File: config.mk
export PLATFORM = sky130hd
export DESIGN_NAME = pcstk_unit
export DESIGN_NICKNAME = d
export VERILOG_FILES = /design/src/rtl/pcstk_pkg.sv /design/src/rtl/pcstk_cond.sv /design/src/rtl/pcstk_lifo.sv /design/src/rtl/pcstk_next.sv /design/src/rtl/pcstk_unit.sv
export SDC_FILE = /design/constraint.sdc
export NUM_CORES = 1
export LEC_CHECK = 0
export ABC_CLOCK_PERIOD_IN_PS = 2340
export BUFFER_PORTS_ARGS = -buffer_cell sky130_fd_sc_hd__buf_4
export CAP_MARGIN = 20
export CORE_MARGIN = 2
export CORE_UTILIZATION = 58
export CTS_BUF_LIST = sky130_fd_sc_hd__clkbuf_8
export DETAILED_ROUTE_END_ITERATION = 16
export PLACE_DENSITY = 0.87
export SYNTH_ARGS = -nofsm -noshare
export SYNTH_HDL_FRONTEND = slang
export SYNTH_SLANG_ARGS = --single-unit
File: constraint.sdc
create_clock -name clk_i -period 2.34 [get_ports clk_i]
set_clock_uncertainty 0.1 [all_clocks]
set_input_delay 0.117 -clock clk_i [delete_from_list [all_inputs] [get_ports clk_i]]
set_output_delay 0.117 -clock clk_i [all_outputs]
set_load 0.01 [all_outputs]
File: src/rtl/pcstk_pkg.sv
package pcstk_pkg;

   typedef enum logic [2:0] {
      XFER_NONE,
      XFER_SEQ,
      XFER_JUMP,
      XFER_CALL,
      XFER_RET
   } xfer_kind_e;

   typedef enum logic [1:0] {
      FSEL_CARRY  = 2'b00,
      FSEL_ZERO   = 2'b01,
      FSEL_SIGN   = 2'b10,
      FSEL_PARITY = 2'b11
   } flag_sel_e;

   function automatic xfer_kind_e pick_kind(input logic call_r, input logic jump_r,
                                            input logic ret_r, input logic seq_r);
      xfer_kind_e k;
      if (call_r)      k = XFER_CALL;
      else if (jump_r) k = XFER_JUMP;
      else if (ret_r)  k = XFER_RET;
      else if (seq_r)  k = XFER_SEQ;
      else             k = XFER_NONE;
      return k;
   endfunction

endpackage

File: src/rtl/pcstk_cond.sv
module pcstk_cond
   import pcstk_pkg::*;
#(
   parameter int SEL_W = 3
) (
   input  logic             cond_en_i,
   input  logic [SEL_W-1:0] cond_sel_i,
   input  logic             flag_cy_i,
   input  logic             flag_zr_i,
   input  logic             flag_sg_i,
   input  logic             flag_par_i,
   output logic             pass_o
);
   localparam int POL_BIT = SEL_W - 1;

   generate
      if (SEL_W != 3) begin : g_bad_sel
         $error("pcstk_cond: SEL_W must be 3");
      end
   endgenerate

   flag_sel_e fsel;
   logic      picked;

   always_comb begin
      fsel = flag_sel_e'(cond_sel_i[1:0]);
      unique case (fsel)
         FSEL_CARRY:  picked = flag_cy_i;
         FSEL_ZERO:   picked = flag_zr_i;
         FSEL_SIGN:   picked = flag_sg_i;
         FSEL_PARITY: picked = flag_par_i;
         default:     picked = 1'b0;
      endcase
      pass_o = !cond_en_i || (picked == cond_sel_i[POL_BIT]);
   end

endmodule

File: src/rtl/pcstk_lifo.sv
module pcstk_lifo #(
   parameter int W     = 13,
   parameter int DEPTH = 15
) (
   input  logic         clk_i,
   input  logic         rst_ni,
   input  logic         push_i,
   input  logic         pop_i,
   input  logic [W-1:0] push_data_i,
   output logic [W-1:0] top_o,
   output logic         ovf_o,
   output logic         udf_o
);
   localparam int CNT_W = $clog2(DEPTH + 1);
   localparam logic [CNT_W-1:0] CNT_FULL = CNT_W'(DEPTH);

   generate
      if (DEPTH < 2) begin : g_bad_depth
         $error("pcstk_lifo: DEPTH must be at least 2");
      end
      if (W < 1) begin : g_bad_w
         $error("pcstk_lifo: W must be positive");
      end
   endgenerate

   logic [CNT_W-1:0] cnt_q;
   logic             full, empty;

   assign full  = (cnt_q == CNT_FULL);
   assign empty = (cnt_q == '0);

   // Push-down chain: stage 0 is the top; a push shifts toward the bottom,
   // a pop shifts toward the top and fills the bottom with zero.
   generate
      for (genvar i = 0; i < DEPTH; i++) begin : g_stage
         logic [W-1:0] q;
         logic [W-1:0] from_above;
         logic [W-1:0] from_below;

         if (i == 0) begin : g_first
            assign from_above = push_data_i;
         end else begin : g_mid_a
            assign from_above = g_stage[i-1].q;
         end

         if (i == DEPTH - 1) begin : g_last
            assign from_below = '0;
         end else begin : g_mid_b
            assign from_below = g_stage[i+1].q;
         end

         always_ff @(posedge clk_i or negedge rst_ni) begin
            if (!rst_ni)     q <= '0;
            else if (push_i) q <= from_above;
            else if (pop_i)  q <= from_below;
         end
      end
   endgenerate

   always_ff @(posedge clk_i or negedge rst_ni) begin
      if (!rst_ni) begin
         cnt_q <= '0;
         ovf_o <= 1'b0;
         udf_o <= 1'b0;
      end else if (push_i) begin
         if (full) ovf_o <= 1'b1;
         else      cnt_q <= cnt_q + 1'b1;
      end else if (pop_i) begin
         if (empty) udf_o <= 1'b1;
         else       cnt_q <= cnt_q - 1'b1;
      end
   end

   assign top_o = empty ? '0 : g_stage[0].q;

endmodule

File: src/rtl/pcstk_next.sv
module pcstk_next
   import pcstk_pkg::*;
#(
   parameter int PC_W     = 13,
   parameter int CALL_LEN = 3,
   parameter int JUMP_LEN = 3,
   parameter int RET_LEN  = 1,
   parameter int LEN_W    = 2
) (
   input  logic [PC_W-1:0]  pc_i,
   input  logic             op_seq_i,
   input  logic [LEN_W-1:0] seq_len_i,
   input  logic             op_jump_i,
   input  logic             op_call_i,
   input  logic             op_ret_i,
   input  logic             pass_i,
   input  logic [PC_W-1:0]  target_i,
   input  logic [PC_W-1:0]  top_i,
   output logic [PC_W-1:0]  pc_nxt_o,
   output logic             push_o,
   output logic             pop_o,
   output logic [PC_W-1:0]  push_data_o,
   output logic             taken_nxt_o
);
   localparam logic [PC_W-1:0] CALL_STEP = PC_W'(CALL_LEN);
   localparam logic [PC_W-1:0] JUMP_STEP = PC_W'(JUMP_LEN);
   localparam logic [PC_W-1:0] RET_STEP  = PC_W'(RET_LEN);

   xfer_kind_e kind;

   always_comb begin
      kind        = pick_kind(op_call_i, op_jump_i, op_ret_i, op_seq_i);
      pc_nxt_o    = pc_i;
      push_o      = 1'b0;
      pop_o       = 1'b0;
      taken_nxt_o = 1'b0;
      push_data_o = pc_i + CALL_STEP;
      unique case (kind)
         XFER_CALL: begin
            if (pass_i) begin
               push_o      = 1'b1;
               pc_nxt_o    = target_i;
               taken_nxt_o = 1'b1;
            end else begin
               pc_nxt_o = pc_i + CALL_STEP;
            end
         end
         XFER_JUMP: begin
            if (pass_i) begin
               pc_nxt_o    = target_i;
               taken_nxt_o = 1'b1;
            end else begin
               pc_nxt_o = pc_i + JUMP_STEP;
            end
         end
         XFER_RET: begin
            if (pass_i) begin
               pop_o       = 1'b1;
               pc_nxt_o    = top_i;
               taken_nxt_o = 1'b1;
            end else begin
               pc_nxt_o = pc_i + RET_STEP;
            end
         end
         XFER_SEQ: pc_nxt_o = pc_i + PC_W'(seq_len_i);
         default:  pc_nxt_o = pc_i;
      endcase
   end

endmodule

File: src/rtl/pcstk_unit.sv
module pcstk_unit #(
   parameter int PC_W     = 13,
   parameter int BYTE_W   = 8,
   parameter int DEPTH    = 15,
   parameter int SEL_W    = 3,
   parameter int LEN_W    = 2,
   parameter int CALL_LEN = 3,
   parameter int JUMP_LEN = 3,
   parameter int RET_LEN  = 1
) (
   input  logic              clk_i,
   input  logic              rst_ni,
   input  logic              op_seq_i,
   input  logic [LEN_W-1:0]  seq_len_i,
   input  logic              op_jump_i,
   input  logic              op_call_i,
   input  logic              op_ret_i,
   input  logic              cond_en_i,
   input  logic [SEL_W-1:0]  cond_sel_i,
   input  logic              flag_cy_i,
   input  logic              flag_zr_i,
   input  logic              flag_sg_i,
   input  logic              flag_par_i,
   input  logic [BYTE_W-1:0] addr_lo_i,
   input  logic [BYTE_W-1:0] addr_hi_i,
   output logic [PC_W-1:0]   pc_o,
   output logic              taken_o,
   output logic              stk_ovf_o,
   output logic              stk_udf_o
);
   localparam int HI_USED = PC_W - BYTE_W;
   localparam int HI_DROP = BYTE_W - HI_USED;

   generate
      if (PC_W <= BYTE_W || PC_W > 2 * BYTE_W) begin : g_bad_pc
         $error("pcstk_unit: PC_W must lie between BYTE_W+1 and 2*BYTE_W");
      end
      if (CALL_LEN < 1 || JUMP_LEN < 1 || RET_LEN < 1) begin : g_bad_len
         $error("pcstk_unit: instruction lengths must be positive");
      end
   endgenerate

   // Target assembly: low byte, then the used bits of the high byte.
   logic [PC_W-1:0] target;
   assign target = {addr_hi_i[HI_USED-1:0], addr_lo_i};

   logic unused_hi_bits;
   generate
      if (HI_DROP > 0) begin : g_drop
         assign unused_hi_bits = &{1'b0, addr_hi_i[BYTE_W-1:HI_USED]};
      end else begin : g_nodrop
         assign unused_hi_bits = 1'b0;
      end
   endgenerate

   logic            pass;
   logic            push, pop, taken_nxt;
   logic [PC_W-1:0] pc_nxt, push_data, top;

   pcstk_cond #(.SEL_W(SEL_W)) u_cond (
      .cond_en_i  (cond_en_i),
      .cond_sel_i (cond_sel_i),
      .flag_cy_i  (flag_cy_i),
      .flag_zr_i  (flag_zr_i),
      .flag_sg_i  (flag_sg_i),
      .flag_par_i (flag_par_i),
      .pass_o     (pass)
   );

   pcstk_next #(
      .PC_W(PC_W), .CALL_LEN(CALL_LEN), .JUMP_LEN(JUMP_LEN),
      .RET_LEN(RET_LEN), .LEN_W(LEN_W)
   ) u_next (
      .pc_i        (pc_o),
      .op_seq_i    (op_seq_i),
      .seq_len_i   (seq_len_i),
      .op_jump_i   (op_jump_i),
      .op_call_i   (op_call_i),
      .op_ret_i    (op_ret_i),
      .pass_i      (pass),
      .target_i    (target),
      .top_i       (top),
      .pc_nxt_o    (pc_nxt),
      .push_o      (push),
      .pop_o       (pop),
      .push_data_o (push_data),
      .taken_nxt_o (taken_nxt)
   );

   pcstk_lifo #(.W(PC_W), .DEPTH(DEPTH)) u_lifo (
      .clk_i       (clk_i),
      .rst_ni      (rst_ni),
      .push_i      (push),
      .pop_i       (pop),
      .push_data_i (push_data),
      .top_o       (top),
      .ovf_o       (stk_ovf_o),
      .udf_o       (stk_udf_o)
   );

   always_ff @(posedge clk_i or negedge rst_ni) begin
      if (!rst_ni) begin
         pc_o    <= '0;
         taken_o <= 1'b0;
      end else begin
         pc_o    <= pc_nxt;
         taken_o <= taken_nxt;
      end
   end

endmodule

==> results.cfg, run 1 <==
[die]
die_area_sq_um = 19400
boundaryPins = 48
start_util_pct = 59.1
die_w_um = 139
core_region_area_sq_um = 18000
die_h_um = 139
rows = 49

[drt]
drt-total-wl_um = 24800
viasPerCell = 6.05
dr.pass1.iters = 6
vias = 9590
wl_per_cell_um = 15.7
drc = 0
drtIter0Drc = 1043
antenna_left = 0

[power_and_ir_drop]
power_frac_comb_pct = 25.9
ir_drop_v = 0.000646
switching_share_pct = 34.3
p_int_w = 0.00798
p_clk_share_pct = 26.4
power_switching_w = 0.00417
cellPowerDensity_nw_per_um2 = 990
p_seq_share_pct = 47.7
p_total_w = 0.0122
p_leak_nw = 5.50

[global_routing]
grt_pass1_wl_um = 42000
antenna_found_initial = 0
overflow = 0
grt_max_degree = 186
grt_use_total_pct = 25.5
grt_pass1_vias = 8882

[cells_and_area]
diodes = 0
area_growth_syn_to_layout_pct = 15.6
stdcell_count = 1585
multi_input_area_sq_um = 4860
seqCellArea_sq_um = 5380
num-fill-cells = 1366
drive_above_1_share_pct = 11.8
fin_area_sq_um = 12300
num-nets-final = 1372

[job]
cap_violations = 0

[timing]
hold_ws_ns = 0.0320
min_period_ns = 2.26
fin_crit_sh_pct = 96.4
maxSlewViolCount = 0
final-hold-violation-count = 0
grt_setup_unrepaired = yes
setup_viol = 0
fin_setup_tns_ns = 0
worst_pin_slew_ns = 0.752
fmax_mhz = 443
slew_headroom_pct = 49.9

[clock_tree]
insertion_delay_ns = 0.53
cts_made_buffers = 36
clk_pin_slew_ns = 0.06
cts_tree = built
root_buffer = clkbuf_8
clockBufferDepth = 3
htreeDepth = 2
cts_sinks = 215

[setup_path]
arrival_ns = 2.56
crit_type = flop to flop
crit_path_start_kind = flop
end_kind = flop
crit_required_ns = 2.64
critPathMaxFanout = 8

[logic_synthesis]
yosys-top-cells-area = dfrtp_1 51%, nand2_1 13%, a31oi_1 10%
synth-seq-cells = 215
syn_nets = 1323
yosysSeqAreaShare_pct = 50.7
postSynthCellCount = 1284
synthArstFlopShare_pct = 100
synthFlopType = dfrtp_1
synth-edff-count = 0
synth_top_area_share_pct = 50.7
yosysWarnings = 0
synth_largest_area_cell = dfrtp_1
synthesis.area_sq_um = 10600
synth_cell_types = 56
syn_avg_cell_area_sq_um = 8.27

[placement]
post-place-cells = 1508
io_buffer_count = 44
place_hpwl_um = 15000
dpl_cell_area_sq_um = 11400
place.gp.congestion = 0.932

[min_path]
hp-class = input pin to flop

[run_status]
status = finished clean
==> cells by family after synthesis <==
kind of cell	after synthesis	share of synthesized area (%)
and+or+nand+nor	619	23.0
muxes	10	0.990
DFF	215	50.7
adders and majority gates	8	0.990
AOI/OAI and AO/OA	296	18.3
xor gates and xnor gates	24	1.98
buffers and inverters	112	4.15
==> Yosys cell counts, types with 3 or more instances <==
| master | number |
|---|---|
| o21a_1 | 3 |
| and3_1 | 3 |
| a211oi_1 | 3 |
| xnor2_1 | 18 |
| xor2_1 | 6 |
| nand2_1 | 372 |
| nand4_1 | 3 |
| o221ai_1 | 4 |
| buf_2 | 16 |
| a31oi_1 | 173 |
| mux2_2 | 3 |
| a21oi_1 | 28 |
| a21o_1 | 3 |
| buf_1 | 7 |
| dfrtp_1 | 215 |
| a22o_1 | 14 |
| o21ai_0 | 9 |
| o211ai_1 | 3 |
| nand2b_1 | 3 |
| a22oi_1 | 4 |
| nor2_1 | 202 |
| o32a_1 | 3 |
| nand3_1 | 9 |
| o22ai_1 | 25 |
| clkbuf_1 | 79 |
| ha_1 | 6 |
| a221oi_1 | 6 |
| inv_1 | 10 |
| and3b_1 | 3 |
| nor3_1 | 9 |
| mux2i_1 | 6 |
==> layout by cell type (no fill, tap or decap), types with 3 or more instances in the layout <==
master and count:
a211oi_1 3, a21o_1 3, a21oi_1 28, a221oi_1 6, a22o_1 14, a22oi_1 4
a31oi_1 173, and3_1 3, and3b_1 3, buf_12 10, buf_4 86, clkbuf_8 46
clkinv_2 3, dfrtp_1 215, dlygate4sd3_1 16, ha_1 5, inv_1 21, mux2i_1 4
nand2_1 372, nand2b_1 3, nand3_1 9, nand4_1 3, nor2_1 201, nor3_1 8
o211ai_1 3, o21a_1 3, o21ai_0 9, o221ai_1 4, o22ai_1 25, o32a_1 3
xnor2_1 18, xor2_1 6
==> state kept, by name, summed over array words and instances (netlist names) <==
signal                     flops
pc_o                          13
taken_o                        1
u_lifo.cnt_q                   4
u_lifo.g_stage.from_above     13
u_lifo.g_stage.from_below    156
u_lifo.g_stage.q              26
u_lifo.ovf_o                   1
u_lifo.udf_o                   1
==> power by group through the flow <==
stage          registers [W]  logic (W)  clock network [W]
2_1_floorplan        0.00559    0.00226                  0
3_3_place_gp         0.00577    0.00296                  0
3_5_place_dp         0.00581    0.00311                  0
4_1_cts              0.00577    0.00314            0.00327
5_1_grt              0.00594    0.00355            0.00342
6_report             0.00580    0.00315            0.00321
==> routing by layer <==
metal	track usage [%]	part of all wire (%)	vias up
met5	0	0	-
met2	39.7	46	379
met3	4.16	6.7	68
met1	36.0	44	4623
li1	-	-	4520
met4	10.0	2.9	0
==> critical path, stage by stage (launching register included) <==
cell and delay (ns):
dfrtp_1 0.44, or4_1 0.58, and2_1 0.34, a22oi_1 0.26, o22a_1 0.19, a21oi_1 0.07
a2bb2oi_1 0.15
==> metrics by stage <==
stage	utilization (%)	setup WS, ns
6_report	68.4	0.0841
2_1_floorplan	-	-0.223
4_1_cts	68.3	0.0568
3_3_place_gp	63.6	0.0342
5_1_grt	68.4	-0.0119
3_5_place_dp	63.6	-0.0181
==> area by class of cell <==
class	count	area share, %
clock inverter	16	0.560
sequential	215	43.8
inverter	10	0.346
timing repair buffer	113	8.30
multi-input combinational	957	39.6
clock buffer	45	5.04
tap	229	2.33
==> timing repair <==
item / 4_1_cts / 5_1_grt
endpoints found under the hold margin: 220 / 0
setup endpoints to repair: 0 / 4
buffers inserted: 0 / 0
hold buffers: 16 / 0
resized for setup: 0 / 2
==> path summary, 6_finish.rpt <==
kind	from	endpoint	slack, ns	cells after the start
hold reg to reg	u_lifo.udf_o$_DFFE_PN0P_	u_lifo.udf_o$_DFFE_PN0P_	0.36	1
setup / recovery	u_lifo.cnt_q[1]$_DFFE_PN0P_	pc_o[5]$_DFFE_PN0P_	0.08	6
max in group asynchronous	rst_ni	u_lifo.g_stage[0].q[9]$_DFFE_PN0P_	1.39	3
setup reg to reg	u_lifo.cnt_q[1]$_DFFE_PN0P_	pc_o[5]$_DFFE_PN0P_	0.08	6
min in group asynchronous	rst_ni	pc_o[8]$_DFFE_PN0P_	0.04	2
hold / removal	seq_len_i[0]	pc_o[0]$_DFFE_PN0P_	0.03	5
Note: power is estimated with default switching activity, not from simulation.
==> run 2, diff against run 1 <==
--- a/config.mk
+++ b/config.mk
@@ -12,7 +12,8 @@
 export CORE_UTILIZATION = 58
 export CTS_BUF_LIST = sky130_fd_sc_hd__clkbuf_8
 export DETAILED_ROUTE_END_ITERATION = 16
-export PLACE_DENSITY = 0.87
+export PLACE_DENSITY = 0.79
+export REMOVE_ABC_BUFFERS = 1
 export SYNTH_ARGS = -nofsm -noshare
 export SYNTH_HDL_FRONTEND = slang
 export SYNTH_SLANG_ARGS = --single-unit
==> run 2 against run 1 <==
Combinational power about the same. Sequential power about the same. Maximum frequency decreased by 1.5%. Cell count is 1.2% higher. Global-route usage grew 1.1 points. Critical endpoint is now u_lifo.g_stage[6].from_below[6]$_DFFE_PN0P_. Core utilization grew 0.73 points. Sequential share of layout area shrank 0.46 points. Count of clock-buffer cells in the layout increased by 2. Worst hold slack gained 0.011 ns. Via count fell by 0.99%. Die area unchanged.
==> results.cfg, run 2 (synthesis gave the netlist of run 1 again) <==
[min_path]
hp-class = input pin to async pin

[run_status]
status = finished clean

[power_and_ir_drop]
cellPowerDensity_nw_per_um2 = 1000
p_leak_nw = 5.58
ir_drop_v = 0.000853

[cells_and_area]
final_common_cell = nand2_1
layout_common_cells = 372 x nand2_1, 215 x dfrtp_1, 201 x nor2_1
diodes = 0
drive_above_1_share_pct = 12.8
seqCellArea_sq_um = 5380
num-fill-cells = 1407
largest_reg_flops = 156
num-nets-final = 1386
area_growth_syn_to_layout_pct = 16.9
multi_input_area_sq_um = 4830

[drt]
wl_per_cell_um = 16.2
antenna_left = 0
vias = 9495
dr.pass1.iters = 7
drc = 0
viasPerCell = 5.92
drt-total-wl_um = 25900
drtIter0Drc = 988

[die]
boundaryPins = 48
die_w_um = 139
core_region_area_sq_um = 18000
die_area_sq_um = 19400
rows = 49
start_util_pct = 59.1
die_h_um = 139

[placement]
pre_cts_slack_ns = -0.122
place.gp.congestion = 0.951
place_hpwl_um = 16100
io_buffer_count = 44

[timing]
fin_setup_tns_ns = 0
maxSlewViolCount = 0
min_period_ns = 2.29
fin_crit_sh_pct = 97.9
final-hold-violation-count = 0
setup_slack_ns = 0.0495
fmax_mhz = 437
worst_pin_slew_ns = 0.917
grt_setup_unrepaired = yes
setup_viol = 0
hold_ws_ns = 0.0430
slew_headroom_pct = 38.8

[global_routing]
grt_pass1_vias = 8687
grt_max_degree = 132
grt_use_total_pct = 26.5
grt_pass1_wl_um = 43300
overflow = 0
antenna_found_initial = 0

[clock_tree]
clk_pin_slew_ns = 0.06
cts_made_buffers = 37
cts_tree = built
htreeDepth = 2
root_buffer = clkbuf_8
cts_sinks = 215
insertion_delay_ns = 0.54
post_cts_buffers = 0
clockBufferDepth = 3

[setup_path]
crit_path_start_kind = input pin
arrival_ns = 2.63
crit_type = input pin to flop
max_stage_delay_ns = 0.55
end_kind = flop
crit_path_top_delay_cell = dlygate4sd3_1
crit_required_ns = 2.68
cpMostUsedCell = buf_4
critical_path.cell_chain = dlygate4sd3_1 > buf_4 > or3b_1 > a211oi_4 > buf_4 > buf_12 > nor2_1 > a31oi_1
critPathMaxFanout = 108

[job]
cap_violations = 0
[run 2: where the power goes]
| part | leakage (nW) | switching, W | internal (W) |
|---|---|---|---|
| clock | 0.443 | 0.00156 | 0.00194 |
| combinational | 2.74 | 0.00173 | 0.00143 |
| sequential | 2.40 | 0.000961 | 0.00483 |
| total | 5.58 | 0.00426 | 0.00820 |
[run 2: metrics by stage]
stage          power, W  instance area (sq um)  util [%]  instances
6_report         0.0125                  12400      69.1       1604
4_1_cts          0.0125                  12400      69.0       1604
5_1_grt          0.0133                  12400      69.1       1604
3_5_place_dp    0.00894                  11500      63.8       1520
3_3_place_gp    0.00880                  11500      63.8       1520
2_1_floorplan   0.00794                  10200         -       1182
[run 2: worst paths after layout]
| check | cells past startpoint | end | from | slack, ns |
|---|---|---|---|---|
| setup / recovery | 8 | u_lifo.g_stage[6].from_below[6]$_DFFE_PN0P_ | op_call_i | 0.05 |
| hold / removal | 2 | pc_o[2]$_DFFE_PN0P_ | rst_ni | 0.04 |
| setup reg to reg | 8 | pc_o[6]$_DFFE_PN0P_ | pc_o[0]$_DFFE_PN0P_ | 0.13 |
| hold reg to reg | 1 | u_lifo.udf_o$_DFFE_PN0P_ | u_lifo.udf_o$_DFFE_PN0P_ | 0.36 |
| max in group asynchronous | 3 | u_lifo.g_stage[4].from_below[8]$_DFFE_PN0P_ | rst_ni | 1.31 |
| min in group clk_i | 4 | pc_o[0]$_DFFE_PN0P_ | op_ret_i | 0.05 |
[run 2: area by class of cell]
class / count / share of cell area (%)
clock inverter: 20 / 1.02
clock buffer: 47 / 5.21
tap: 229 / 2.31
sequential: 215 / 43.4
timing repair buffer: 126 / 8.83
inverter: 10 / 0.343
multi-input combinational: 957 / 38.9
[run 2: worst max-delay path, delay by kind of cell]
kind,cells,cell delay (ns)
simple gates,2,0.56
buf+inv,4,1.32
compound gates,2,0.57
[run 2: per-layer routing]
metal / part of all wire [%] / vias up / global-route usage, %
met1: 47 / 4628 / 40.5
met5: 0 / - / 0
met3: 6.4 / 38 / 4.54
li1: - / 4546 / -
met2: 45 / 283 / 39.7
met4: 1.6 / 0 / 6.65
[run 2: repair_timing]
| action | CTS | global route |
|---|---|---|
| hold endpoints to repair | 210 | 0 |
| hold buffers | 17 | 0 |
| gates resized for setup | 0 | 2 |
| setup endpoints to repair | 0 | 5 |
